File: config.mk
export PLATFORM = sky130hd
export DESIGN_NAME = rng_word_gen
export DESIGN_NICKNAME = d
export VERILOG_FILES = /design/src/rtl/rng_pkg.sv /design/src/rtl/rng_lfsr.sv /design/src/rtl/rng_mixer.sv /design/src/rtl/rng_assembler.sv /design/src/rtl/rng_word_gen.sv
export SDC_FILE = /design/constraint.sdc
export NUM_CORES = 1
export LEC_CHECK = 0
export ABC_AREA = 1
export BUFFER_PORTS_ARGS = -buffer_cell sky130_fd_sc_hd__buf_4
export CAP_MARGIN = 30
export CORE_UTILIZATION = 55
export CTS_CLUSTER_SIZE = 20
export DETAILED_ROUTE_END_ITERATION = 8
export GPL_TIMING_DRIVEN = 0
export PLACE_DENSITY = 0.76
export SETUP_SLACK_MARGIN = 0.2
export SLEW_MARGIN = 20
export SYNTH_ARGS = -nofsm -noshare
export SYNTH_HDL_FRONTEND = slang
export SYNTH_SLANG_ARGS = --single-unit
File: constraint.sdc
create_clock -name clk -period 3.4 [get_ports clk]
set_clock_uncertainty 0.1 [all_clocks]
set_input_delay 0.17 -clock clk [delete_from_list [all_inputs] [get_ports clk]]
set_output_delay 0.17 -clock clk [all_outputs]
set_load 0.02 [all_outputs]
File: src/rtl/rng_pkg.sv
package rng_pkg;
  localparam int NUM_LFSR = 4;
  localparam int MAX_LEN  = 73;
  localparam int WORD_W   = 16;
  localparam int SLOT_CYC = 16;
  localparam int FILL_CYC = WORD_W * SLOT_CYC;
  localparam int FILL_W   = $clog2(FILL_CYC);
  localparam int SLOT_W   = $clog2(SLOT_CYC);
  localparam int TAP_A    = 0;
  localparam int TAP_B    = 7;
  localparam int TAP_C    = 13;

  typedef logic [MAX_LEN-1:0] lfsr_vec_t;

  localparam int LFSR_LEN [NUM_LFSR] = '{61, 67, 71, 73};

  // feedback tap masks: bit k set means stage k+1 feeds back
  localparam lfsr_vec_t LFSR_TAP [NUM_LFSR] = '{
    (lfsr_vec_t'(1) << 60) | (lfsr_vec_t'(1) << 59) | (lfsr_vec_t'(1) << 45) | (lfsr_vec_t'(1) << 44),
    (lfsr_vec_t'(1) << 66) | (lfsr_vec_t'(1) << 65) | (lfsr_vec_t'(1) << 57) | (lfsr_vec_t'(1) << 56),
    (lfsr_vec_t'(1) << 70) | (lfsr_vec_t'(1) << 64),
    (lfsr_vec_t'(1) << 72) | (lfsr_vec_t'(1) << 47)
  };

  localparam lfsr_vec_t LFSR_SEED [NUM_LFSR] = '{
    73'h0_1234_5678_9ABC_DEF1,
    73'h0_0F1E_2D3C_4B5A_6978,
    73'h1_A5A5_3C3C_0FF0_1357,
    73'h0_C0DE_FACE_BEEF_2468
  };

  // nonlinear mix of three tap samples from each register plus entropy
  function automatic logic mix_bit(logic [NUM_LFSR-1:0] a, logic [NUM_LFSR-1:0] b,
                                   logic [NUM_LFSR-1:0] c, logic e);
    logic prod, lin;
    prod = (a[0] & a[1]) ^ (a[2] & a[3]) ^ (b[0] & b[2]) ^ (b[1] | b[3]) ^ (c[0] & ~c[3]);
    lin  = c[1] ^ c[2];
    return prod ^ lin ^ e;
  endfunction
endpackage

File: src/rtl/rng_lfsr.sv
module rng_lfsr #(
  parameter int                WIDTH = 61,
  parameter rng_pkg::lfsr_vec_t TAPS  = '1,
  parameter rng_pkg::lfsr_vec_t SEED  = 1
) (
  input  logic       clk,
  input  logic       rst_n,
  output logic [2:0] tap_o,
  output logic       alive_o
);
  localparam logic [WIDTH-1:0] TMASK = TAPS[WIDTH-1:0];
  localparam logic [WIDTH-1:0] SEEDW = SEED[WIDTH-1:0];

  logic [WIDTH-1:0] state_q, next_s;

  function automatic logic [WIDTH-1:0] step(logic [WIDTH-1:0] s);
    return {s[WIDTH-2:0], ^(s & TMASK)};
  endfunction

  always_comb begin
    next_s = step(state_q);
    if (next_s == '0) next_s = SEEDW;
  end

  always_ff @(posedge clk or negedge rst_n) begin
    if (!rst_n) state_q <= SEEDW;
    else        state_q <= next_s;
  end

  assign tap_o   = {state_q[rng_pkg::TAP_C], state_q[rng_pkg::TAP_B], state_q[rng_pkg::TAP_A]};
  assign alive_o = |state_q;
endmodule

File: src/rtl/rng_mixer.sv
module rng_mixer #(
  parameter int N = rng_pkg::NUM_LFSR
) (
  input  logic         clk,
  input  logic         rst_n,
  input  logic         entropy_i,
  input  logic [N-1:0] tap_a_i,
  input  logic [N-1:0] tap_b_i,
  input  logic [N-1:0] tap_c_i,
  output logic         mix_o
);
  logic ent_q;

  always_ff @(posedge clk or negedge rst_n) begin
    if (!rst_n) ent_q <= 1'b0;
    else        ent_q <= entropy_i;
  end

  assign mix_o = rng_pkg::mix_bit(tap_a_i, tap_b_i, tap_c_i, ent_q);
endmodule

File: src/rtl/rng_assembler.sv
module rng_assembler #(
  parameter int WORD_W = rng_pkg::WORD_W,
  parameter int SLOT_W = rng_pkg::SLOT_W,
  parameter int FILL_W = rng_pkg::FILL_W
) (
  input  logic              clk,
  input  logic              rst_n,
  input  logic              bit_i,
  input  logic              start_i,
  output logic [WORD_W-1:0] word_o,
  output logic              ready_o,
  output logic              done_o
);
  logic [FILL_W-1:0] cnt_q;
  logic              par_q;
  logic [WORD_W-1:0] shr_q;
  logic              slot_end, last;
  logic              fold;

  assign slot_end = (cnt_q[SLOT_W-1:0] == '1);
  assign last     = (cnt_q == '1);
  assign fold     = par_q ^ bit_i;
  assign done_o   = !ready_o && last;

  always_ff @(posedge clk or negedge rst_n) begin
    if (!rst_n) begin
      cnt_q   <= '0;
      par_q   <= 1'b0;
      shr_q   <= '0;
      word_o  <= '0;
      ready_o <= 1'b0;
    end else if (ready_o) begin
      if (start_i) begin
        ready_o <= 1'b0;
        cnt_q   <= '0;
        par_q   <= 1'b0;
      end
    end else begin
      cnt_q <= cnt_q + FILL_W'(1);
      if (slot_end) begin
        par_q <= 1'b0;
        if (last) begin
          word_o  <= {shr_q[WORD_W-2:0], fold};
          ready_o <= 1'b1;
        end else begin
          shr_q <= {shr_q[WORD_W-2:0], fold};
        end
      end else begin
        par_q <= fold;
      end
    end
  end
endmodule

File: src/rtl/rng_word_gen.sv
module rng_word_gen #(
  parameter int WORD_W = rng_pkg::WORD_W,
  parameter int N      = rng_pkg::NUM_LFSR
) (
  input  logic              clk,
  input  logic              rst_n,
  input  logic              entropy_i,
  input  logic              rd_en_i,
  input  logic              priv_i,
  output logic [WORD_W-1:0] rd_data_o,
  output logic              valid_o
);
  logic [N-1:0]      tap_a, tap_b, tap_c;
  logic [N-1:0]      lfsr_alive;
  logic              mix_bit;
  logic              take;
  logic              fill_done;
  logic [WORD_W-1:0] word_q;

  for (genvar i = 0; i < N; i++) begin : g_lfsr
    logic [2:0] taps;
    rng_lfsr #(
      .WIDTH(rng_pkg::LFSR_LEN[i]),
      .TAPS (rng_pkg::LFSR_TAP[i]),
      .SEED (rng_pkg::LFSR_SEED[i])
    ) u_lfsr (
      .clk    (clk),
      .rst_n  (rst_n),
      .tap_o  (taps),
      .alive_o(lfsr_alive[i])
    );
    assign tap_a[i] = taps[0];
    assign tap_b[i] = taps[1];
    assign tap_c[i] = taps[2];
  end

  rng_mixer #(.N(N)) u_mix (
    .clk      (clk),
    .rst_n    (rst_n),
    .entropy_i(entropy_i),
    .tap_a_i  (tap_a),
    .tap_b_i  (tap_b),
    .tap_c_i  (tap_c),
    .mix_o    (mix_bit)
  );

  assign take = rd_en_i && priv_i && valid_o;

  rng_assembler #(.WORD_W(WORD_W)) u_asm (
    .clk    (clk),
    .rst_n  (rst_n),
    .bit_i  (mix_bit),
    .start_i(take),
    .word_o (word_q),
    .ready_o(valid_o),
    .done_o (fill_done)
  );

  assign rd_data_o = (rd_en_i && priv_i) ? word_q : '0;
endmodule

==> impl_metrics.prom <==
# TYPE chip_impl_metric gauge
chip_impl_metric{name="tritoncts_num_sinks",unit=""} 314
chip_impl_metric{name="hold-worst-slack",unit="ps"} 69.4
chip_impl_metric{name="cts_hold_repair.buffers",unit=""} 2
chip_impl_metric{name="wl_met1",unit="mm"} 8.32
chip_impl_metric{name="route.antenna.remaining_nets",unit=""} 0
chip_impl_metric{name="power.ir.vdd_worst",unit="uV"} 401
chip_impl_metric{name="dp_hpwl",unit="mm"} 11.4
chip_impl_info{name="cts.root.buffer_cell",value="clkbuf_16"} 1
chip_impl_metric{name="wirelength_per_cell",unit="microns"} 12.1
chip_impl_info{name="hold_path_class",value="in2async"} 1
chip_impl_info{name="grt_setup_unrepaired",value="no"} 1
chip_impl_metric{name="die_y",unit="microns"} 147
chip_impl_metric{name="ys_seq_area_frac",unit=""} 0.697
chip_impl_metric{name="detailed_router_iteration_count_before_antenna_repair",unit=""} 4
chip_impl_metric{name="finalMaxSlewViolations",unit=""} 0
chip_impl_metric{name="die_w",unit="microns"} 147
chip_impl_metric{name="worst-endpoint-arrival",unit="ps"} 2060
chip_impl_metric{name="post_synth_mux_area_share",unit=""} 0
chip_impl_metric{name="cts_htree_levels",unit=""} 1
chip_impl_metric{name="grt_antenna_before_repair",unit=""} 0
chip_impl_metric{name="critPathRequiredTime",unit="ps"} 3710
chip_impl_metric{name="gpl.final_weighted_congestion",unit=""} 0.740
chip_impl_info{name="layout_common_cells",value="nand2_1 (250), inv_1 (186), dfrtp_1 (179), clkbuf_1 (146), nor2_1 (140)"} 1
chip_impl_metric{name="filler_cell_count",unit=""} 1556
chip_impl_metric{name="num-nets-final",unit=""} 1227
chip_impl_metric{name="synthSimpleGateAreaFrac",unit=""} 0.162
chip_impl_metric{name="worst_path_largest_cell_delay",unit="ps"} 390
chip_impl_metric{name="grt_overflow",unit=""} 0
chip_impl_info{name="synth_top_family_by_area",value="simple AND/OR/NAND/NOR gates"} 1
chip_impl_metric{name="synth.ff_latch_count",unit=""} 314
chip_impl_info{name="crit_path_start_kind",value="register"} 1
chip_impl_info{name="worst_path_cell_trace",value="ha_1 -> nand2_1 -> inv_1 -> nand2_2 -> nor3_4 -> buf_4 -> o21ai_0"} 1
chip_impl_metric{name="syn_to_layout_area_delta",unit="%"} 13.9
chip_impl_info{name="highest-signal-layer",value="met4"} 1
chip_impl_metric{name="clock_pin_slew_on_the_worst_setup_and_hold_paths",unit="ps"} 60
chip_impl_metric{name="core_region_area",unit="sq um"} 20400
chip_impl_metric{name="post-place-ws",unit="ps"} 1650
chip_impl_info{name="timing.critical_path.max_delay_family",value="simple AND/OR/NAND/NOR gates"} 1
chip_impl_metric{name="floorplan.io_pins",unit=""} 22
chip_impl_metric{name="largest_net_degree_at_the_start_of_global_routing",unit=""} 104
chip_impl_metric{name="max_cap_violations",unit=""} 0
chip_impl_metric{name="layout_min_cycle_time",unit="ps"} 1750
chip_impl_metric{name="syn-mean-instance-area",unit="sq um"} 9.91
chip_impl_metric{name="setup_slack",unit="ps"} 1650
chip_impl_metric{name="cts_setup_buffers",unit=""} 0
chip_impl_metric{name="routed_wire_length_on_met2",unit="mm"} 9.10
chip_impl_info{name="status",value="completed"} 1
chip_impl_metric{name="crit_fanout",unit=""} 10
chip_impl_metric{name="path_buf_inv",unit=""} 2
chip_impl_metric{name="post_drt_via_cell_ratio",unit=""} 4.59
chip_impl_metric{name="power.density_cell_area",unit="nW/um^2"} 572
chip_impl_metric{name="cts_max_path_buffers",unit=""} 3
chip_impl_info{name="library_cell_contributing_the_largest_single_delay_on_the_critical_path",value="nor3_4"} 1
chip_impl_info{name="layout_commonest_cell",value="nand2_1"} 1
chip_impl_metric{name="worst_slew_pin_slew",unit="ps"} 511
chip_impl_metric{name="post_synth_fa_ha_maj_area_fraction",unit=""} 0.00109
chip_impl_metric{name="dr.first_iter.drc_count",unit=""} 297
chip_impl_info{name="timing_worst_setup_path_type",value="reg2reg"} 1
chip_impl_metric{name="worst_rel_slew_slack",unit=""} 0.660
chip_impl_metric{name="fin_crit_sh",unit=""} 0.514
chip_impl_info{name="crit_path_end_kind",value="register"} 1
chip_impl_metric{name="post_cts.resized_instances",unit=""} 0
chip_impl_metric{name="clock_insertion_delay_worst_skew",unit="ps"} 560
chip_impl_metric{name="finish.utilization",unit=""} 0.644
chip_impl_metric{name="num_rows",unit=""} 52
chip_impl_info{name="clock_tree_from_tritoncts",value="yes"} 1
chip_impl_metric{name="setup_violations",unit=""} 0
chip_impl_metric{name="ratio_of_cells_with_drive_above_1_in_the_final_layout",unit=""} 0.188
chip_impl_metric{name="detail_route.drc_violations",unit=""} 0
chip_impl_metric{name="post_synth_xor_area_fraction",unit=""} 0.00532
chip_impl_metric{name="clock.fmax",unit="MHz"} 573
chip_impl_metric{name="synthesized_area_fraction_occupied_by_ao_oa_aoi_and_oai_cells",unit=""} 0.0178
chip_impl_metric{name="antennaDiodeCount",unit=""} 0
chip_impl_metric{name="synth.yosys.warnings",unit=""} 0
chip_impl_metric{name="post_synth_design_cell_area",unit="sq um"} 11500
chip_impl_metric{name="route.met3.wl",unit="microns"} 500
chip_impl_metric{name="count_of_different_cell_masters_after_synthesis",unit=""} 28
chip_impl_metric{name="power.leakage",unit="nW"} 6.37
chip_impl_metric{name="wl",unit="mm"} 18.3
chip_impl_metric{name="timing_hold_violations_final",unit=""} 0
chip_impl_metric{name="first_pass_grt_wire_length",unit="mm"} 32.5
chip_impl_metric{name="routed-via-count",unit=""} 6954
chip_impl_metric{name="starting_density",unit=""} 0.565
chip_impl_metric{name="port_buffers",unit=""} 21
chip_impl_metric{name="syn_nets",unit=""} 1168
chip_impl_metric{name="grt_util_all_layers",unit=""} 0.183
chip_impl_metric{name="cts_inserted_buffers",unit=""} 31
chip_impl_metric{name="vias_in_the_first_global_route",unit=""} 7290
chip_impl_metric{name="fp.dieArea",unit="sq um"} 21500
chip_impl_metric{name="postSynthCellCount",unit=""} 1162
## power by group
| group | switching (W) | total [W] | leakage [nW] | internal, W |
|---|---|---|---|---|
| logic | 0.000232 | 0.000347 | 2.35 | 0.000116 |
| clock network | 0.00138 | 0.00324 | 0.491 | 0.00186 |
| registers | 0.0000801 | 0.00391 | 3.53 | 0.00383 |
| total | 0.00169 | 0.00750 | 6.37 | 0.00581 |
## worst register-to-register path, cell delays in order (launching register included)
cell,delay [ps]
dfrtp_1,380
ha_1,170
nand2_1,50
inv_1,80
nand2_2,110
nor3_4,390
buf_4,240
o21ai_0,90
## cell families after synthesis
group / Yosys count
and+or+nand+nor: 460
DFF: 314
xor gates and xnor gates: 7
adders and majority gates: 1
buffers and inverters: 341
AOI/OAI and AO/OA: 39
## synthesized netlist by cell type
cell / count / area [sq um]
buf_4: 4 / 30.0
nand3_2: 1 / 10.0
nor3_1: 11 / 55.1
clkdlybuf4s18_2: 1 / 10.0
ha_1: 1 / 12.5
o22ai_1: 1 / 6.26
clkbuf_1: 139 / 522
xor2_1: 4 / 35.0
inv_1: 186 / 698
inv_2: 1 / 3.75
nor2_1: 140 / 526
dfstp_2: 135 / 3550
o31ai_1: 1 / 7.51
nand4_1: 8 / 50.1
or2_2: 2 / 12.5
buf_2: 6 / 30.0
nand3_1: 42 / 210
buf_6: 4 / 45.0
nor3_4: 3 / 48.8
a22o_1: 1 / 8.76
xnor2_1: 3 / 26.3
nand2_1: 250 / 938
dfrtp_1: 179 / 4480
o21ai_0: 32 / 160
nand2_2: 2 / 12.5
a22oi_1: 1 / 7.51
nand3b_1: 1 / 7.51
a21oi_1: 3 / 15.0
## cell type report
cell class / count / area [sq um] / share of cell area
Buffer: 154 / 637 / 0.0486
Clock buffer: 46 / 912 / 0.0696
Clock inverter: 12 / 80.1 / 0.00611
Inverter: 187 / 702 / 0.0535
Multi-Input combinational cell: 507 / 2150 / 0.164
Sequential cell: 314 / 8030 / 0.612
Tap cell: 270 / 338 / 0.0258
Timing Repair Buffer: 26 / 268 / 0.0204
## path summary, 6_finish.rpt
kind	endpoint	slack, ps	from	depth (start not counted)
min	g_lfsr[1].u_lfsr.state_q[32]$_DFF_PN0_	70	rst_n	2
min reg2reg	g_lfsr[3].u_lfsr.state_q[67]$_DFF_PN0_	340	g_lfsr[3].u_lfsr.state_q[66]$_DFF_PN0_	1
max	u_asm.shr_q[5]$_DFFE_PN0P_	1650	u_asm.cnt_q[0]$_DFFE_PN0P_	7
min in group clk	u_asm.cnt_q[0]$_DFFE_PN0P_	110	priv_i	4
max in group asynchronous	g_lfsr[0].u_lfsr.state_q[15]$_DFF_PN1_	1950	rst_n	4
max reg2reg	u_asm.shr_q[5]$_DFFE_PN0P_	1650	u_asm.cnt_q[0]$_DFFE_PN0P_	7
## stage by stage
step / std cells / setup TNS (ps) / instance area (sq um) / power, W
final: 1516 / 0 / 13100 / 0.00750
after global routing: 1516 / 0 / 13100 / 0.00779
after CTS: 1516 / 0 / 13100 / 0.00758
after detailed placement: 1456 / 0 / 12100 / 0.00433
after global placement: 1453 / -92920 / 12000 / 0.00429
after floorplan: 1162 / 0 / 11500 / 0.00417
## per-layer routing
metal  track usage  vias up
li1              -     3436
met1         0.239     3424
met2         0.314       61
met3        0.0276       33
met4        0.0604        0
met5             0        -
## sequential cells by signal, summed over array words and instances (netlist names)
name / cells
g_lfsr.u_lfsr.state_q: 272
u_asm.cnt_q: 8
u_asm.par_q: 1
u_asm.ready_o: 1
u_asm.shr_q: 15
u_asm.word_o: 16
u_mix.ent_q: 1
Power figures use the tool's default switching activity.
